File: config.mk
export PLATFORM = sky130hd
export DESIGN_NAME = dma_csr_top
export DESIGN_NICKNAME = d
export VERILOG_FILES = /design/src/rtl/dma_csr_pkg.sv /design/src/rtl/dma_csr_gbl.sv /design/src/rtl/dma_csr_chan.sv /design/src/rtl/dma_csr_top.sv
export SDC_FILE = /design/constraint.sdc
export NUM_CORES = 2
export LEC_CHECK = 0
export BUFFER_PORTS_ARGS = -buffer_cell sky130_fd_sc_hd__buf_2
export CAP_MARGIN = 20
export CORE_AREA = 10 10 515 517
export CTS_CLUSTER_DIAMETER = 150
export DETAILED_ROUTE_END_ITERATION = 6
export DIE_AREA = 0 0 525 527
export PLACE_DENSITY = 0.41
export REMOVE_ABC_BUFFERS = 1
export SKIP_LAST_GASP = 1
export SLEW_MARGIN = 10
export SYNTH_ARGS = -nofsm -noshare
export SYNTH_HDL_FRONTEND = slang
export SYNTH_SLANG_ARGS = --single-unit
File: constraint.sdc
create_clock -name clk_i -period 3.61 [get_ports clk_i]
set_input_delay 0.361 -clock clk_i [delete_from_list [all_inputs] [get_ports clk_i]]
set_output_delay 0.361 -clock clk_i [all_outputs]
set_load 0.05 [all_outputs]
File: src/rtl/dma_csr_pkg.sv
package dma_csr_pkg;
  localparam int HALF      = 16;
  localparam int CH_STRIDE = 'h70;
  localparam int OFF_NXT   = 'h110;
  localparam int OFF_BAR   = 'h130;
  localparam int OFF_SEMA  = 'h140;
  localparam int OFF_DBG   = 'h150;

  typedef enum logic [1:0] {
    OP_WR  = 2'd0,
    OP_SET = 2'd1,
    OP_CLR = 2'd2,
    OP_NOP = 2'd3
  } alias_op_e;

  function automatic logic [31:0] alias_apply(logic [31:0] cur, alias_op_e op, logic [31:0] d);
    case (op)
      OP_WR:   return d;
      OP_SET:  return cur | d;
      OP_CLR:  return cur & ~d;
      default: return cur;
    endcase
  endfunction
endpackage

File: src/rtl/dma_csr_gbl.sv
module dma_csr_gbl
  import dma_csr_pkg::*;
#(
  parameter int NCH = 16
) (
  input  logic           clk_i,
  input  logic           rst_ni,
  input  logic           wr_i,
  input  logic           rd_i,
  input  logic [1:0]     sel_i,
  input  logic [1:0]     op_i,
  input  logic [31:0]    wdata_i,
  input  logic [NCH-1:0] cmplt_evt_i,
  input  logic [NCH-1:0] term_evt_i,
  input  logic [NCH-1:0] buserr_evt_i,
  input  logic [NCH-1:0] rst_ack_i,
  output logic [31:0]    rd_o,
  output logic [NCH-1:0] irq_o,
  output logic [NCH-1:0] err_o,
  output logic [NCH-1:0] freeze_o,
  output logic [NCH-1:0] chan_rst_o,
  output logic           burst_en_o,
  output logic           burst8_en_o
);
  logic [1:0]     bst_q, bst_d;
  logic [NCH-1:0] cmp_q, en_q, elo_q, ehi_q, frz_q, rst_q;
  logic [NCH-1:0] cmp_d, en_d, elo_d, ehi_d, frz_d, rst_d;
  logic [31:0]    cur0, cur1, cur2, cur3, nw0, nw1, nw2, nw3;
  alias_op_e      op;

  assign op = alias_op_e'(op_i);

  always_comb begin
    cur0 = '0; cur0[29:28] = bst_q;
    cur1 = '0; cur1[NCH-1:0] = cmp_q; cur1[HALF +: NCH] = en_q;
    cur2 = '0; cur2[NCH-1:0] = elo_q; cur2[HALF +: NCH] = ehi_q;
    cur3 = '0; cur3[NCH-1:0] = frz_q; cur3[HALF +: NCH] = rst_q;
    nw0 = (wr_i && sel_i == 2'd0) ? alias_apply(cur0, op, wdata_i) : cur0;
    nw1 = (wr_i && sel_i == 2'd1) ? alias_apply(cur1, op, wdata_i) : cur1;
    nw2 = (wr_i && sel_i == 2'd2) ? alias_apply(cur2, op, wdata_i) : cur2;
    nw3 = (wr_i && sel_i == 2'd3) ? alias_apply(cur3, op, wdata_i) : cur3;
    bst_d = nw0[29:28];
    // events take priority over clear writes
    cmp_d = nw1[NCH-1:0] | cmplt_evt_i;
    en_d  = nw1[HALF +: NCH];
    elo_d = nw2[NCH-1:0] | term_evt_i | buserr_evt_i;
    ehi_d = nw2[HALF +: NCH] | buserr_evt_i;
    frz_d = nw3[NCH-1:0];
    rst_d = nw3[HALF +: NCH] & ~rst_ack_i;
  end

  always_ff @(posedge clk_i or negedge rst_ni) begin
    if (!rst_ni) begin
      bst_q <= '0; cmp_q <= '0; en_q <= '0;
      elo_q <= '0; ehi_q <= '0; frz_q <= '0; rst_q <= '0;
    end else begin
      bst_q <= bst_d; cmp_q <= cmp_d; en_q <= en_d;
      elo_q <= elo_d; ehi_q <= ehi_d; frz_q <= frz_d; rst_q <= rst_d;
    end
  end

  always_comb begin
    rd_o = '0;
    if (rd_i) begin
      case (sel_i)
        2'd0:    rd_o = cur0;
        2'd1:    rd_o = cur1;
        2'd2:    rd_o = cur2;
        default: rd_o = cur3;
      endcase
    end
  end

  assign irq_o       = (cmp_q & en_q) | elo_q;
  assign err_o       = elo_q & (ehi_q | ~cmp_q);
  assign freeze_o    = frz_q;
  assign chan_rst_o  = rst_q;
  assign burst_en_o  = bst_q[0];
  assign burst8_en_o = bst_q[1];

  p_cmplt_sticky_r3: assert property (@(posedge clk_i) disable iff (!rst_ni)
    |cmplt_evt_i |=> ((cmp_q & $past(cmplt_evt_i)) == $past(cmplt_evt_i)));
  p_buserr_pair_r5: assert property (@(posedge clk_i) disable iff (!rst_ni)
    |buserr_evt_i |=> ((elo_q & ehi_q & $past(buserr_evt_i)) == $past(buserr_evt_i)));
  p_ack_wins_r9: assert property (@(posedge clk_i) disable iff (!rst_ni)
    |rst_ack_i |=> ((chan_rst_o & $past(rst_ack_i)) == '0));
  p_freeze_hold_r8: assert property (@(posedge clk_i) disable iff (!rst_ni)
    !(wr_i && sel_i == 2'd3) |=> $stable(freeze_o));
endmodule

File: src/rtl/dma_csr_chan.sv
module dma_csr_chan
  import dma_csr_pkg::*;
#(
  parameter int AW = 12,
  parameter int SW = 8,
  parameter int CH = 0
) (
  input  logic          clk_i,
  input  logic          rst_ni,
  input  logic          req_i,
  input  logic          we_i,
  input  logic [AW-1:0] addr_i,
  input  logic [31:0]   wdata_i,
  input  logic [31:0]   bar_i,
  input  logic [3:0]    dbg_i,
  input  logic          dec_i,
  output logic [31:0]   nxt_o,
  output logic          run_o,
  output logic [31:0]   rd_o
);
  localparam logic [AW-1:0] A_NXT  = AW'(OFF_NXT  + CH * CH_STRIDE);
  localparam logic [AW-1:0] A_BAR  = AW'(OFF_BAR  + CH * CH_STRIDE);
  localparam logic [AW-1:0] A_SEMA = AW'(OFF_SEMA + CH * CH_STRIDE);
  localparam logic [AW-1:0] A_DBG  = AW'(OFF_DBG  + CH * CH_STRIDE);

  logic [31:0]   nxt_q;
  logic [SW-1:0] sem_q, sem_d;
  logic          hit_nxt, hit_bar, hit_sem, hit_dbg, wr_nxt, wr_sem, dec_ok;

  assign hit_nxt = req_i && addr_i == A_NXT;
  assign hit_bar = req_i && addr_i == A_BAR;
  assign hit_sem = req_i && addr_i == A_SEMA;
  assign hit_dbg = req_i && addr_i == A_DBG;
  assign wr_nxt  = hit_nxt && we_i;
  assign wr_sem  = hit_sem && we_i;
  assign dec_ok  = dec_i && sem_q != '0;

  always_comb begin
    sem_d = sem_q;
    if (wr_sem) sem_d = sem_d + wdata_i[SW-1:0];
    if (dec_ok) sem_d = sem_d - SW'(1);
  end

  always_ff @(posedge clk_i or negedge rst_ni) begin
    if (!rst_ni) begin
      nxt_q <= '0;
      sem_q <= '0;
    end else begin
      if (wr_nxt) nxt_q <= wdata_i;
      sem_q <= sem_d;
    end
  end

  always_comb begin
    rd_o = '0;
    if (hit_nxt) rd_o = nxt_q;
    if (hit_bar) rd_o = bar_i;
    if (hit_sem) rd_o[SW-1:0] = sem_q;
    if (hit_dbg) rd_o[3:0] = dbg_i;
  end

  assign nxt_o = nxt_q;
  assign run_o = sem_q != '0;

  p_nxt_stable_r10: assert property (@(posedge clk_i) disable iff (!rst_ni)
    !wr_nxt |=> $stable(nxt_o));
  p_sema_dec_r11: assert property (@(posedge clk_i) disable iff (!rst_ni)
    (dec_i && !wr_sem && sem_q != '0) |=> (sem_q == $past(sem_q) - SW'(1)));
  p_sema_floor_r11: assert property (@(posedge clk_i) disable iff (!rst_ni)
    (dec_i && !wr_sem && sem_q == '0) |=> !run_o);
endmodule

File: src/rtl/dma_csr_top.sv
module dma_csr_top
  import dma_csr_pkg::*;
#(
  parameter int NCH = 16,
  parameter int AW  = 12,
  parameter int SW  = 8
) (
  input  logic              clk_i,
  input  logic              rst_ni,
  input  logic              req_i,
  input  logic              we_i,
  input  logic [AW-1:0]     addr_i,
  input  logic [31:0]       wdata_i,
  output logic [31:0]       rdata_o,
  input  logic [NCH-1:0]    cmplt_evt_i,
  input  logic [NCH-1:0]    term_evt_i,
  input  logic [NCH-1:0]    buserr_evt_i,
  input  logic [NCH-1:0]    rst_ack_i,
  input  logic [NCH-1:0]    sema_dec_i,
  input  logic [NCH*32-1:0] bar_i,
  input  logic [NCH*4-1:0]  dbg_state_i,
  output logic [NCH-1:0]    irq_o,
  output logic [NCH-1:0]    err_o,
  output logic [NCH-1:0]    freeze_o,
  output logic [NCH-1:0]    chan_rst_o,
  output logic [NCH-1:0]    run_o,
  output logic [NCH*32-1:0] nxt_cmd_o,
  output logic              burst_en_o,
  output logic              burst8_en_o
);
  logic        gbl_hit;
  logic [31:0] gbl_rd;
  logic [31:0] ch_rd [NCH];

  assign gbl_hit = req_i && addr_i[AW-1:6] == '0;

  dma_csr_gbl #(.NCH(NCH)) u_gbl (
    .clk_i, .rst_ni,
    .wr_i        (gbl_hit && we_i),
    .rd_i        (gbl_hit),
    .sel_i       (addr_i[5:4]),
    .op_i        (addr_i[3:2]),
    .wdata_i,
    .cmplt_evt_i, .term_evt_i, .buserr_evt_i, .rst_ack_i,
    .rd_o        (gbl_rd),
    .irq_o, .err_o, .freeze_o, .chan_rst_o, .burst_en_o, .burst8_en_o
  );

  for (genvar c = 0; c < NCH; c++) begin : g_ch
    dma_csr_chan #(.AW(AW), .SW(SW), .CH(c)) u_ch (
      .clk_i, .rst_ni, .req_i, .we_i, .addr_i, .wdata_i,
      .bar_i (bar_i[c*32 +: 32]),
      .dbg_i (dbg_state_i[c*4 +: 4]),
      .dec_i (sema_dec_i[c]),
      .nxt_o (nxt_cmd_o[c*32 +: 32]),
      .run_o (run_o[c]),
      .rd_o  (ch_rd[c])
    );
  end

  always_comb begin
    rdata_o = gbl_rd;
    for (int c = 0; c < NCH; c++) rdata_o = rdata_o | ch_rd[c];
  end
endmodule

==> results.sh <==
export IMPL_run_status="finished with violations"
export IMPL_failed_checks="design-rule violations, negative setup slack"
export IMPL_cts_root_buf="sky130_fd_sc_hd__clkbuf_16"
export IMPL_grt_max_degree=89
export IMPL_htree_levels=3
export IMPL_largest_area_contributor_in_the_netlist="sky130_fd_sc_hd__dfrtp_1"
export IMPL_report_power_total_uw=29400
export IMPL_slowest_stage="sky130_fd_sc_hd__or4_4"
export IMPL_critPathRequiredTime_ps=3250
export IMPL_vias_per_cell=5.06
export IMPL_setup_violations=2
export IMPL_postRouteAntennaNets=0
export IMPL_syn_area_per_cell_um2=9.07
export IMPL_drive_above_1_share_pct=35.9
export IMPL_critical_path_cell_count=11
export IMPL_max_cap_viol_count=0
export IMPL_die_width_um=525
export IMPL_cts_sinks=738
export IMPL_global_placer_s_final_weighted_congestion=0.988
export IMPL_setup_repair_after_global_routing_missed_its_margin="yes"
export IMPL_most_frequent_cells_in_the_layout="sky130_fd_sc_hd__buf_2, sky130_fd_sc_hd__nand2_1, sky130_fd_sc_hd__dfrtp_1"
export IMPL_finish_net_count=7316
export IMPL_skew_pair_late_insertion_delay_ps=780
export IMPL_synth_edf_count=0
export IMPL_crit_path_end_kind="primary output"
export IMPL_pin_count=1330
export IMPL_initial_core_util_pct=16.4
export IMPL_synth_lib_cells_used_distinct=71
export IMPL_netlist_top_cells_area="sky130_fd_sc_hd__dfrtp_1, sky130_fd_sc_hd__nand2_1, sky130_fd_sc_hd__o21ai_0"
export IMPL_numPlacedInstances=9577
export IMPL_terminus_of_the_critical_flop_to_flop_path="g_ch[0].u_ch.sem_q[7]"
export IMPL_start_kind="input port"
export IMPL_multi_input_area_um2=22600
export IMPL_route_final_wire_length_mm=426
export IMPL_synthesis_yosys_warnings=0
export IMPL_first_pass_grt_wire_length_mm=538
export IMPL_skew_ps=51.3
export IMPL_tritoncts_clock_tree="done"
export IMPL_drt_pass1_iter_count=7
export IMPL_worst_path_largest_cell_delay_ps=580
export IMPL_grt_overflow_total=0
export IMPL_routed_via_count=50622
export IMPL_critical_path_endpoint="rdata_o[0]"
export IMPL_max_slew_worst_pin_slew_ps=1100
export IMPL_ys_flop_type="sky130_fd_sc_hd__dfrtp_1"
export IMPL_dieArea_um2=277000
export IMPL_p_leak_uw=0.0300
export IMPL_layout_setup_ws_ps=-78.1
export IMPL_maxSlewHeadroom_pct=27.0
export IMPL_fin_crit_ps=3690
export IMPL_synth_top_cell_area_share_pct=44.2
export IMPL_first_global_vias=49580
export IMPL_timing_critical_path_cells="clkbuf_4, buf_4, nand2b_1, buf_4, nor3_2, buf_2, a22oi_2, nand3_1, or4_4, or4_4, buf_8"
export IMPL_globalRouteTotalUtil_pct=29.1
export IMPL_clk_path_buf_depth=3
export IMPL_largest_fanout_on_the_critical_path=7
export IMPL_final_min_period_over_clock_period_pct=102
export IMPL_final_hold_viol_count=0
export IMPL_worstHoldPathType="in2reg"
export IMPL_critical_path_reg2reg_startpoint="g_ch[0].u_ch.sem_q[0]"
export IMPL_timing_critical_path_buf_inv=5
export IMPL_syn_area_um2=41800
export IMPL_final_fill_count=27970
export IMPL_die_h_um=527
export IMPL_vdd_drop_max_mv=0.416
export IMPL_slew_violations=0
export IMPL_area_of_all_sequential_standard_cells_um2=18500
export IMPL_grt_antenna_before_repair=144
export IMPL_route_detailed_wl_per_inst_um=42.6
export IMPL_floorplan_core_area_um2=255000
export IMPL_endpoint_arrival_time_on_the_critical_path_ps=3330
export IMPL_ys_seq_elements=738
export IMPL_power_density_nw_per_um2=459
export IMPL_fmax_mhz=271
export IMPL_area_delta_synth_final_pct=53.3
export IMPL_crit_family="simple AND/OR/NAND/NOR gates"
export IMPL_async_flop_share_pct=100
export IMPL_ys_seq_area_share_pct=44.2
export IMPL_numPortBuffers=1329
export IMPL_origin_of_the_worst_setup_path="addr_i[7]"
export IMPL_row_count=186
export IMPL_synthCells=4603
export IMPL_clk_transition_reported_paths_ps=60
export IMPL_final_cells=10001
export IMPL_detailed_place_hpwl_mm=348
export IMPL_setup_reg_to_reg_worst_slack_ps=560
export IMPL_inserted_clock_buffers=102
export IMPL_reg2regPathDepth=10
export IMPL_drt_initial_drc_count=6690
export IMPL_kind_of_critical_path="in2out"
export IMPL_residual_drc=3
export IMPL_most_common_cell_after_layout_fill_and_taps_aside="sky130_fd_sc_hd__buf_2"
cells in the mapped netlist (19+ instances only):
cell type,count
sky130_fd_sc_hd__buf_1,34
sky130_fd_sc_hd__nor4_1,52
sky130_fd_sc_hd__a211oi_1,51
sky130_fd_sc_hd__a21o_1,37
sky130_fd_sc_hd__mux2_2,32
sky130_fd_sc_hd__a222oi_1,89
sky130_fd_sc_hd__mux2i_1,64
sky130_fd_sc_hd__a21oi_1,89
sky130_fd_sc_hd__xor2_1,73
sky130_fd_sc_hd__nor2_1,208
sky130_fd_sc_hd__nand4_1,121
sky130_fd_sc_hd__a32oi_1,19
sky130_fd_sc_hd__nor3b_1,20
sky130_fd_sc_hd__dfrtp_1,738
sky130_fd_sc_hd__nand3_1,55
sky130_fd_sc_hd__nand2_1,902
sky130_fd_sc_hd__a22oi_1,396
sky130_fd_sc_hd__ha_1,128
sky130_fd_sc_hd__o21ai_0,627
sky130_fd_sc_hd__clkbuf_1,239
sky130_fd_sc_hd__buf_2,37
sky130_fd_sc_hd__buf_4,20
sky130_fd_sc_hd__and2_1,19
sky130_fd_sc_hd__a22o_1,39
sky130_fd_sc_hd__inv_1,48
sky130_fd_sc_hd__a221oi_1,29
sky130_fd_sc_hd__nor3_1,61
sky130_fd_sc_hd__xnor2_1,132
worst min-delay path by stage:
stage | startpoint | end | slack (ps) | cells after the start
floorplan | rst_ni | g_ch[0].u_ch.nxt_o[0] | 70 | 0
global placement | rst_ni | g_ch[6].u_ch.nxt_o[22] | 390 | 1
detailed placement | rst_ni | g_ch[3].u_ch.nxt_o[14] | 400 | 1
CTS | sema_dec_i[10] | g_ch[10].u_ch.sem_q[0] | 20 | 3
global route | sema_dec_i[7] | g_ch[7].u_ch.sem_q[1] | 50 | 3
finish | sema_dec_i[7] | g_ch[7].u_ch.sem_q[1] | 80 | 3
flip-flops by register name (all words and copies together), names as in the netlist:
signal	cells
g_ch.u_ch.nxt_o	512
g_ch.u_ch.sem_q	128
u_gbl.bst_q	2
u_gbl.chan_rst_o	16
u_gbl.cmp_q	16
u_gbl.ehi_q	16
u_gbl.elo_q	16
u_gbl.en_q	16
u_gbl.freeze_o	16
worst reg2reg max path: cells and delay by family, from the launching register on:
kind	cells	cell delay, ps
XOR/XNOR	3	490
flip-flops	1	520
adder cells (fa/ha/maj)	2	700
AND/OR/NAND/NOR	2	500
AO/OA/AOI/OAI	3	720
final cells by class:
class / instances / area share, %
diodes: 64 / 0.250
well taps: 3384 / 6.61
repair buffers: 2095 / 23.1
clock inverters: 40 / 0.925
multi-input cells: 3483 / 35.3
inverters: 48 / 0.281
flip-flops and latches: 738 / 28.9
clock buffers: 149 / 4.72
what timing repair did:
item,in CTS,in global routing
setup endpoints to repair,32,25
endpoints found under the hold margin,150,0
hold buffers,146,0
setup buffers,12,15
resized for setup,83,69
pin swaps,24,28
gates cloned,0,1
cell families (layout without fill, tap and decap cells):
logic type      after synthesis  count (layout)  synth area share (%)
other cells                   0              64                     0
mux                         107             107                  2.84
flops                       738             738                  44.2
xor+xnor                    206             206                  4.36
compound gates             1473            1473                  23.1
simple gates               1553            1553                  17.1
buf+inv                     382            2332                  3.78
fa+ha+maj                   144             144                  4.60
routing by layer:
metal	global-route usage [%]	wire, um	vias to the layer above	share of wire (%)
li1	-	-	20831	-
met5	0	359	-	0.084
met1	35.6	170000	25750	40
met2	46.5	191000	3170	45
met4	15.9	28200	56	6.6
met3	8.08	36300	815	8.5
through the flow:
step	setup slack, ps	hold slack, ps	cell area [um2]	setup TNS, ps	util [%]
floorplan	-2170	65.4	40400	-825580	-
global placement	-1570	393	57800	-15180	22.7
detailed placement	-528	403	57900	-6520	22.7
CTS	-127	17.0	63400	-190	24.8
global route	-55.1	53.1	63900	-123	25.0
finish	-78.1	79.6	64000	-151	25.1
power breakdown:
part	switching [uW]	leakage, uW	internal [uW]
Clock	4650	0.00177	6480
Sequential	1500	0.00981	9020
Combinational	4350	0.0185	3360
Total	10500	0.0300	18900
Power figures use the tool's default switching activity.
